`src/rtl/pwrseq_pkg.sv`:
```
package pwrseq_pkg;

    typedef struct packed {
        logic pll;
        logic xtal;
    } src_sel_t;

    typedef enum logic [2:0] {
        ST_IDLE,
        ST_XTAL_WR,
        ST_XTAL_WAIT,
        ST_PLL_WR,
        ST_PLL_WAIT,
        ST_ABORT_CLR,
        ST_DOWN_WR
    } seq_state_t;

    typedef enum logic [1:0] {
        WR_NONE,
        WR_XTAL_UP,
        WR_PLL_EN,
        WR_DOWN
    } wr_cmd_t;

    // Crystal start: crystal on, PLL held off if it is part of the request.
    function automatic src_sel_t f_xtal_up(src_sel_t cur, src_sel_t sel);
        src_sel_t r;
        r      = cur;
        r.xtal = 1'b1;
        if (sel.pll) r.pll = 1'b1;
        return r;
    endfunction

    // Release the PLL (its line is a power-down, so low runs it).
    function automatic src_sel_t f_pll_run(src_sel_t cur);
        src_sel_t r;
        r     = cur;
        r.pll = 1'b0;
        return r;
    endfunction

    function automatic src_sel_t f_power_down(src_sel_t cur, src_sel_t sel);
        src_sel_t r;
        r = cur;
        if (sel.xtal) r.xtal = 1'b0;
        if (sel.pll)  r.pll  = 1'b1;
        return r;
    endfunction

endpackage

```
`src/rtl/pwrseq_timer.sv`:
```
module pwrseq_timer #(
    parameter int CNT_W = 8
) (
    input  logic             clk,
    input  logic             rst,
    input  logic             load,
    input  logic [CNT_W-1:0] load_val,
    output logic             zero
);
    logic [CNT_W-1:0] cnt_q;

    always_ff @(posedge clk) begin
        if (rst)              cnt_q <= '0;
        else if (load)        cnt_q <= load_val;
        else if (cnt_q != '0) cnt_q <= cnt_q - 1'b1;
    end

    assign zero = (cnt_q == '0);

    // a load takes effect at the next edge
    a_r5_timer_load: assert property (@(posedge clk) disable iff (rst)
        load |=> (cnt_q == $past(load_val)));

    // the counter never wraps
    a_r6_timer_no_wrap: assert property (@(posedge clk) disable iff (rst)
        (!load && zero) |=> zero);
endmodule

```
`src/rtl/pwrseq_fsm.sv`:
```
module pwrseq_fsm
    import pwrseq_pkg::*;
(
    input  logic       clk,
    input  logic       rst,
    input  logic       req_valid,
    input  src_sel_t   req_sel,
    input  logic       req_on,
    input  logic       xtal_sense,
    input  logic       tmr_zero,
    output seq_state_t state,
    output src_sel_t   sel_q,
    output wr_cmd_t    cmd,
    output logic       tmr_load,
    output logic       busy,
    output logic       abort_clr
);
    seq_state_t state_q, state_d;
    logic       accept;

    assign accept = (state_q == ST_IDLE) && req_valid;

    always_comb begin
        state_d = state_q;
        unique case (state_q)
            ST_IDLE: if (accept) begin
                if (!req_on)          state_d = ST_DOWN_WR;
                else if (xtal_sense)  state_d = ST_ABORT_CLR;
                else if (req_sel.xtal) state_d = ST_XTAL_WR;
                else if (req_sel.pll)  state_d = ST_PLL_WR;
                else                   state_d = ST_ABORT_CLR;
            end
            ST_XTAL_WR:   state_d = ST_XTAL_WAIT;
            ST_XTAL_WAIT: if (tmr_zero) state_d = sel_q.pll ? ST_PLL_WR : ST_ABORT_CLR;
            ST_PLL_WR:    state_d = ST_PLL_WAIT;
            ST_PLL_WAIT:  if (tmr_zero) state_d = ST_ABORT_CLR;
            ST_ABORT_CLR: state_d = ST_IDLE;
            ST_DOWN_WR:   state_d = ST_IDLE;
            default:      state_d = ST_IDLE;
        endcase
    end

    always_ff @(posedge clk) begin
        if (rst) begin
            state_q <= ST_IDLE;
            sel_q   <= '0;
        end else begin
            state_q <= state_d;
            if (accept) sel_q <= req_sel;
        end
    end

    always_comb begin
        unique case (state_q)
            ST_XTAL_WR: cmd = WR_XTAL_UP;
            ST_PLL_WR:  cmd = WR_PLL_EN;
            ST_DOWN_WR: cmd = WR_DOWN;
            default:    cmd = WR_NONE;
        endcase
    end

    assign state     = state_q;
    assign tmr_load  = (state_q == ST_XTAL_WR) || (state_q == ST_PLL_WR);
    assign busy      = (state_q != ST_IDLE);
    assign abort_clr = (state_q == ST_ABORT_CLR);

    // a running crystal skips straight to the abort clear
    a_r4_skip_when_running: assert property (@(posedge clk) disable iff (rst)
        (state_q == ST_IDLE && req_valid && req_on && xtal_sense) |=> (state_q == ST_ABORT_CLR));

    // the clear is a single-cycle pulse followed by idle
    a_r7_abort_one_cycle: assert property (@(posedge clk) disable iff (rst)
        abort_clr |=> (!abort_clr && !busy));

    // power-down finishes after one step
    a_r8_down_no_wait: assert property (@(posedge clk) disable iff (rst)
        (state_q == ST_DOWN_WR) |=> (state_q == ST_IDLE));

    // the held selection does not change while busy
    a_r2_sel_stable_busy: assert property (@(posedge clk) disable iff (rst)
        busy |=> $stable(sel_q));
endmodule

```
`src/rtl/pwrseq_regs.sv`:
```
module pwrseq_regs
    import pwrseq_pkg::*;
(
    input  logic     clk,
    input  logic     rst,
    input  wr_cmd_t  cmd,
    input  src_sel_t sel,
    output src_sel_t lines,
    output src_sel_t oe
);
    src_sel_t lines_q, oe_q;

    always_ff @(posedge clk) begin
        if (rst) begin
            lines_q <= '0;
            oe_q    <= '0;
        end else begin
            unique case (cmd)
                WR_XTAL_UP: begin
                    lines_q <= f_xtal_up(lines_q, sel);
                    oe_q    <= oe_q | sel;
                end
                WR_PLL_EN:  lines_q <= f_pll_run(lines_q);
                WR_DOWN: begin
                    lines_q <= f_power_down(lines_q, sel);
                    oe_q    <= oe_q | sel;
                end
                default: ;
            endcase
        end
    end

    assign lines = lines_q;
    assign oe    = oe_q;

    // enable bits are never cleared outside reset
    a_r3_oe_sticky: assert property (@(posedge clk) disable iff (rst)
        1'b1 |=> (($past(oe_q) & ~oe_q) == '0));

    // the PLL release step leaves the PLL running
    a_r6_pll_released: assert property (@(posedge clk) disable iff (rst)
        (cmd == WR_PLL_EN) |=> !lines_q.pll);

    // with no write command the lines hold
    a_r9_hold_no_cmd: assert property (@(posedge clk) disable iff (rst)
        (cmd == WR_NONE) |=> $stable(lines_q));
endmodule

```
`src/rtl/clk_src_pwrseq.sv`:
```
module clk_src_pwrseq
    import pwrseq_pkg::*;
#(
    parameter int XTAL_WAIT_CYC = 50000,
    parameter int PLL_WAIT_CYC  = 250000
) (
    input  logic       clk,
    input  logic       rst,
    input  logic       req_valid,
    input  logic [1:0] req_sel,
    input  logic       req_on,
    input  logic       xtal_sense,
    output logic       xtal_pu,
    output logic       pll_pd,
    output logic [1:0] line_oe,
    output logic       busy,
    output logic       abort_clr
);
    localparam int MAX_WAIT = (XTAL_WAIT_CYC > PLL_WAIT_CYC) ? XTAL_WAIT_CYC : PLL_WAIT_CYC;
    localparam int CNT_W    = $clog2(MAX_WAIT + 1);
    localparam logic [CNT_W-1:0] XTAL_LOAD = CNT_W'(XTAL_WAIT_CYC - 1);
    localparam logic [CNT_W-1:0] PLL_LOAD  = CNT_W'(PLL_WAIT_CYC - 1);

    seq_state_t       state;
    src_sel_t         sel_q;
    wr_cmd_t          cmd;
    logic             tmr_load;
    logic             tmr_zero;
    logic [CNT_W-1:0] tmr_val;
    src_sel_t         lines;
    src_sel_t         oe;

    pwrseq_fsm u_fsm (
        .clk        (clk),
        .rst        (rst),
        .req_valid  (req_valid),
        .req_sel    (src_sel_t'(req_sel)),
        .req_on     (req_on),
        .xtal_sense (xtal_sense),
        .tmr_zero   (tmr_zero),
        .state      (state),
        .sel_q      (sel_q),
        .cmd        (cmd),
        .tmr_load   (tmr_load),
        .busy       (busy),
        .abort_clr  (abort_clr)
    );

    assign tmr_val = (state == ST_XTAL_WR) ? XTAL_LOAD : PLL_LOAD;

    pwrseq_timer #(.CNT_W(CNT_W)) u_timer (
        .clk      (clk),
        .rst      (rst),
        .load     (tmr_load),
        .load_val (tmr_val),
        .zero     (tmr_zero)
    );

    pwrseq_regs u_regs (
        .clk   (clk),
        .rst   (rst),
        .cmd   (cmd),
        .sel   (sel_q),
        .lines (lines),
        .oe    (oe)
    );

    assign xtal_pu = lines.xtal;
    assign pll_pd  = lines.pll;
    assign line_oe = oe;

    // a request while busy does not restart or end the sequence early
    a_r2_busy_ignores_req: assert property (@(posedge clk) disable iff (rst)
        (busy && req_valid && state == ST_XTAL_WAIT && !tmr_zero) |=> (state == ST_XTAL_WAIT));

    // during the crystal wait the PLL stays held off when it is selected
    a_r5_pll_held_in_xtal_wait: assert property (@(posedge clk) disable iff (rst)
        (state == ST_XTAL_WAIT && sel_q.pll) |-> (xtal_pu && pll_pd));
endmodule

```
`config.mk`:
```
export PLATFORM = sky130hd
export DESIGN_NAME = clk_src_pwrseq
export DESIGN_NICKNAME = d
export VERILOG_FILES = /design/src/rtl/pwrseq_pkg.sv /design/src/rtl/pwrseq_timer.sv /design/src/rtl/pwrseq_fsm.sv /design/src/rtl/pwrseq_regs.sv /design/src/rtl/clk_src_pwrseq.sv
export SDC_FILE = /design/constraint.sdc
export NUM_CORES = 1
export LEC_CHECK = 0
export ABC_AREA = 1
export BUFFER_PORTS_ARGS = -buffer_cell sky130_fd_sc_hd__buf_4
export CAP_MARGIN = 20
export CORE_ASPECT_RATIO = 1.5
export CORE_UTILIZATION = 54
export DETAILED_ROUTE_END_ITERATION = 12
export PLACE_DENSITY = 0.75
export SYNTH_ARGS = -nofsm -noshare
export SYNTH_HDL_FRONTEND = slang
export SYNTH_HIERARCHICAL = 1
export SYNTH_SLANG_ARGS = --single-unit
```
`constraint.sdc`:
```
create_clock -name clk -period 1.8 [get_ports clk]
set_clock_uncertainty 0.2 [all_clocks]
set_input_delay 0.09 -clock clk [delete_from_list [all_inputs] [get_ports clk]]
set_output_delay 0.09 -clock clk [all_outputs]
set_load 0.02 [all_outputs]
```
---- Yosys cells after proc, flatten, opt, wreduce, memory -nomap -nowiden ----
Cells that the tools add are included.
storage, ports and cells
  register bits after elaboration ......... 27
  input bits .............................. 7
  output and inout port bits .............. 6
  logic and storage cells ................. 52
cells by class
  $add $sub $neg .......................... 1
  eq/ne operators ......................... 13
  multiplexer cells ....................... 16
  bitwise gates (word level) .............. 2
  reduce and logical (&&, ||, !) cells .... 12
operator list
  cell                   number
  $mux 18                3
  $mux 3                 8
  $logic_not 18->1       1
  $reduce_bool 18->1     1
  $sub 18x1->18 const B  1
  $pmux 3 s5             1
  $pmux 2 s3             2
  $eq 3x3->1 const B     3
  $eq 3x2->1 const B     2
  $ne 2x2->1 const B     3
  $reduce_and 3->1       2
  $reduce_bool 3->1      2
  $eq 2x2->1 const B     2
  $reduce_bool 2->1      2
  $eq 3x1->1 const B     1
  $logic_not 3->1        1
  $eq 2x1->1 const B     1
  $mux 1                 2
  $ne 2x1->1 const B     1
  $or 2x2->2             1
  $reduce_or 2->1        1
  $logic_and 1x1->1      1
  $logic_or 1x1->1       1
  $not 1->1              1

---- Longest topological paths before layout ----
  depth after elaboration ................. 6
  mapped depth ............................ 13
  mapped depth without buffers ............ 12

---- Hierarchy ----
Netlist, hierarchy kept.
by module, submodules not included
  module          times used  cells an instance  area an instance (µm²)  seq. area each (µm²)
  pwrseq_timer    1           207                1246.2                  360.3
  pwrseq_fsm      1           61                 372.9                   100.1
  pwrseq_regs     1           20                 146.4                   80.1
  clk_src_pwrseq  1           6                  28.8                    0.0

---- Worst setup path after synthesis ----
OpenSTA, ideal clock, no wires.
  kind .................................... register -> register
  from .................................... register u_timer.cnt_q[0]
  to ...................................... register u_fsm.state_q[1] (netlist: u_fsm/state[1])
  setup time .............................. 0.066 ns
  arrival time ............................ 1.715 ns
  required time ........................... 1.534 ns
  slack ................................... -0.181 ns
  cell stages (with the launch flop) ...... 13
  path buffers ............................ 0
  clock period less this slack ............ 1.981 ns
  cells stage by stage .................... dfxtp_1 -> inv_1 -> ha_1 -> nand2_2 -> nor2_8 -> nand2_1 -> nor4_1 -> inv_1 -> nand3_2 -> nand2_1 -> nor2_2 -> nand2_1 -> a21oi_2
on the way
  longest elaborated chain between the ends .. 3
  elaborated cells on any way between the ends .. 4
  those cells by class .................... eq/ne: 2; reduce/logical: 2
ends and longest elaborated chain
  item                            line                  source
  start, declared                 pwrseq_timer.sv:10    logic [CNT_W-1:0] cnt_q;
  start signal, assigned          pwrseq_timer.sv:14    else if (load) cnt_q <= load_val;
  start signal, assigned          pwrseq_timer.sv:15    else if (cnt_q != '0) cnt_q <= cnt_q - 1'b1;
  $logic_not 18->1 (*)            pwrseq_timer.sv:18    assign zero = (cnt_q == '0);
  net tmr_zero                    clk_src_pwrseq.sv:28  logic tmr_zero;
  $ne 2x2->1 (no line)            n/a
  $reduce_and 3->1 (no line) (*)  n/a
  end signal, assigned            pwrseq_fsm.sv:48      state_q <= state_d;
  end, declared                   pwrseq_fsm.sv:18      seq_state_t state_q, state_d;
The timed path passes the listed nets; every way through them passes the cells marked *.
A chain may end at the register's enable or synchronous reset.

---- Final worst setup path ----
  from .................................... register u_timer.cnt_q[1]
  to ...................................... register u_fsm.state_q[1] (netlist: u_fsm/state[1])
The elaborated chain is that of the path after synthesis.

==> run metrics <==
status finished clean; hpwl dp between 3000 and 4000 um; Final period util 0.974; PD cells around 1800 nW/um^2; Worst R2R Path Depth 12; Post-Syn Instances about 300; root buffer cell clkbuf_8; fraction of registers with async set/reset 0; crit end category flop; Worst Path Arrival around 1.8 ns; RSZ-0062 raised after global routing yes; CTS tree yes; First DRT Iteration DRCs 59; largest net degree at the start of global routing 24; NetSw approximately 0.0021 W; worst path bufs/invs 2; Worst Path Max Fanout 3; vias per cell 4.91; Max Root-Sink Buffers 2; IO Pins 13; vias in the first global route 1726; Post-Layout Inst Area ~2300 um^2; Clock power frac 0.088; layout cells sized above 1 0.266; area leader, netlist dfxtp_1; grt ovf 0; number of I/O port buffers 12; starting density of the core 0.568; CTS Buf Count 3; P_int about 0.0022 W; routability congestion estimate from global placement around 0.86; Non-Filler Instances between 300 and 400; # DRC 0; drt total wl around 4300 um; first-pass GRT wire length 6960 um; DIE WIDTH approximately 50 um; Seq/Total Area, Yosys 0.301; Synth top area share 0.301; Gate power share 0.685; Num Clock Sinks 27; Most used DFF post-synth dfxtp_1; antenna-violating nets left 0; max cap viols 0; drt first pass iters 5; Syn. warnings 6; Sequential Power Share 0.227; Die H 72.6 um; placed inst area approximately 2200 um^2; routed len/inst 11.1 um; Worst Hold Depth 7; Core ar. between 3000 and 4000 um^2; CTS clock-pin slew for the worst setup and hold paths approximately 0.1 ns; Core Rows 25; stages on the worst setup path 12; dpl cells roughly 370; EDFF count, synth 0; Post-Syn Area around 1800 um^2; ant diodes 0; post-route core utilization 0.731; highest clock rate approximately 0.57 GHz; Worst setup SP type flop; most instantiated library cell after synthesis nand2_1; Net Sw Frac 0.494; Vias 1894; Worst Path Required approximately 1.8 ns; Tmin final between 1.5 and 2 ns; nets ~360; Synth top cells by count nand2_1, nor2_1, inv_1, dfxtp_1, nand3_1; worst min-delay path class input pin to flop; Max VDD drop 0.00160 V; Clock H-tree levels 1; worst hold slack 0.0539 ns; distinct cell type count after synthesis 30; initial antenna violation count 0; Avg Inst Size Synth 6.10 um^2; area added between synthesis and finish 28.7%; Hold Fails Final Rpt 0; Final Power ~0.0043 W; critical-path cell list inv_2 > ha_4 > nand2_4 > nor2_8 > nand2_4 > nor4_4 > inv_1 > nand3_2 > nand2_2 > nor2_2 > nand2_1 > a21oi_2; top post-synthesis cells by area dfxtp_1, nand2_1, nor2_1, inv_1, nand3_1; CP max stage delay approximately 0.34 ns; all-layer global routing usage 0.252; most numerous cell on the critical path nand2_4; number of setup violations in the final report 0; slowest stage cell, crit path dfxtp_2; P_leak around 1.2 nW; Slew Viols, Final 0; worst skew pair latency roughly 0.28 ns; cell family with most CP delay simple AND/OR/NAND/NOR gates; synthesis-stage register bit count 27; CP Class flop to flop; Die Footprint about 3600 um^2
## area by class of cell
class | instances | area (um^2)
Sequential cell | 27 | 547
Timing Repair Buffer | 45 | 350
Inverter | 34 | 128
Tap cell | 40 | 50.0
Multi-Input combinational cell | 236 | 1190
Fill cell | 279 | 850
Clock buffer | 3 | 41.3
Clock inverter | 1 | 7.51
## worst reg2reg max path, cell delays in order (launching register included)
cell and delay, ns:
dfxtp_2 0.34, inv_2 0.07, ha_4 0.15, nand2_4 0.07
nor2_8 0.11, nand2_4 0.07, nor4_4 0.19, inv_1 0.09
nand3_2 0.09, nand2_2 0.06, nor2_2 0.09, nand2_1 0.08
a21oi_2 0.10
## registers in the layout, summed over array words and instances, names as in the netlist
register / flops
u_fsm/sel_q: 2
u_timer/cnt_q: 18
u_fsm/state: 3
u_regs/oe: 2
u_regs/lines: 2
## power by group through the flow
stage | registers, W | clock network [W] | logic, W
finish | 0.000967 | 0.000374 | 0.00291
global placement | 0.000959 | 0 | 0.00276
detailed placement | 0.000963 | 0 | 0.00281
CTS | 0.000949 | 0.000376 | 0.00284
global route | 0.000987 | 0.000397 | 0.00326
floorplan | 0.000998 | 0 | 0.00202
## routing by layer
layer	global-route usage	vias to the layer above	routed length [um]
li1	-	996	-
met4	0.0752	0	46
met3	0.0396	4	120
met1	0.258	869	1780
met2	0.507	25	2350
met5	0	-	0
## cells in the final DEF, fill, tap and decap left out, types with 5 or more instances in the layout
master | netlist | routed
conb_1 | 2 | 11
buf_4 | 2 | 40
nor2_1 | 39 | 36
nand2_2 | 7 | 7
inv_2 | 5 | 7
nor2_2 | 9 | 10
dlygate4sd3_1 | 0 | 5
inv_1 | 29 | 27
dfxtp_2 | 0 | 5
nand3_1 | 21 | 20
dfxtp_1 | 27 | 22
o21ai_0 | 7 | 7
nor2_4 | 5 | 7
nand2_1 | 106 | 104
a21oi_1 | 12 | 12
## stage by stage
step           setup slack (ns)  TNS (ns)
6_report                 0.0469         0
5_1_grt                 -0.0443    -0.110
4_1_cts                  0.0174         0
3_5_place_dp            -0.0392   -0.0728
3_3_place_gp            0.00724         0
2_1_floorplan           -0.0111   -0.0167
## worst paths after layout
path / start / endpoint / slack [ns]
min: xtal_sense / u_fsm/state[2]$_SDFFE_PP0P_ / 0.05
min reg2reg: u_regs/oe[1]$_SDFFE_PP0P_ / u_regs/oe[1]$_SDFFE_PP0P_ / 0.26
max reg2reg: u_timer/cnt_q[1]$_SDFFE_PP0P_ / u_fsm/state[1]$_SDFFE_PP0P_ / 0.05
max: u_timer/cnt_q[1]$_SDFFE_PP0P_ / u_fsm/state[1]$_SDFFE_PP0P_ / 0.05
## cells by family (layout without fill, tap and decap cells)
family / after synthesis / in the layout / synth area share
buf+inv: 40 / 83 / 0.0927
simple gates: 200 / 200 / 0.519
compound gates: 21 / 21 / 0.0614
flops: 27 / 27 / 0.301
fa+ha+maj: 1 / 1 / 0.00697
xor+xnor: 3 / 3 / 0.0146
other cells: 2 / 11 / 0.00419
## timing repair
| action | 4_1_cts | 5_1_grt |
|---|---|---|
| endpoints found under the setup margin | 3 | 5 |
| resized for setup | 0 | 8 |
| hold buffers | 5 | 0 |
| setup buffers | 0 | 3 |
| pin swaps | 1 | 3 |
| hold endpoints to repair | 20 | 0 |
(Power assumes the default switching activity.)
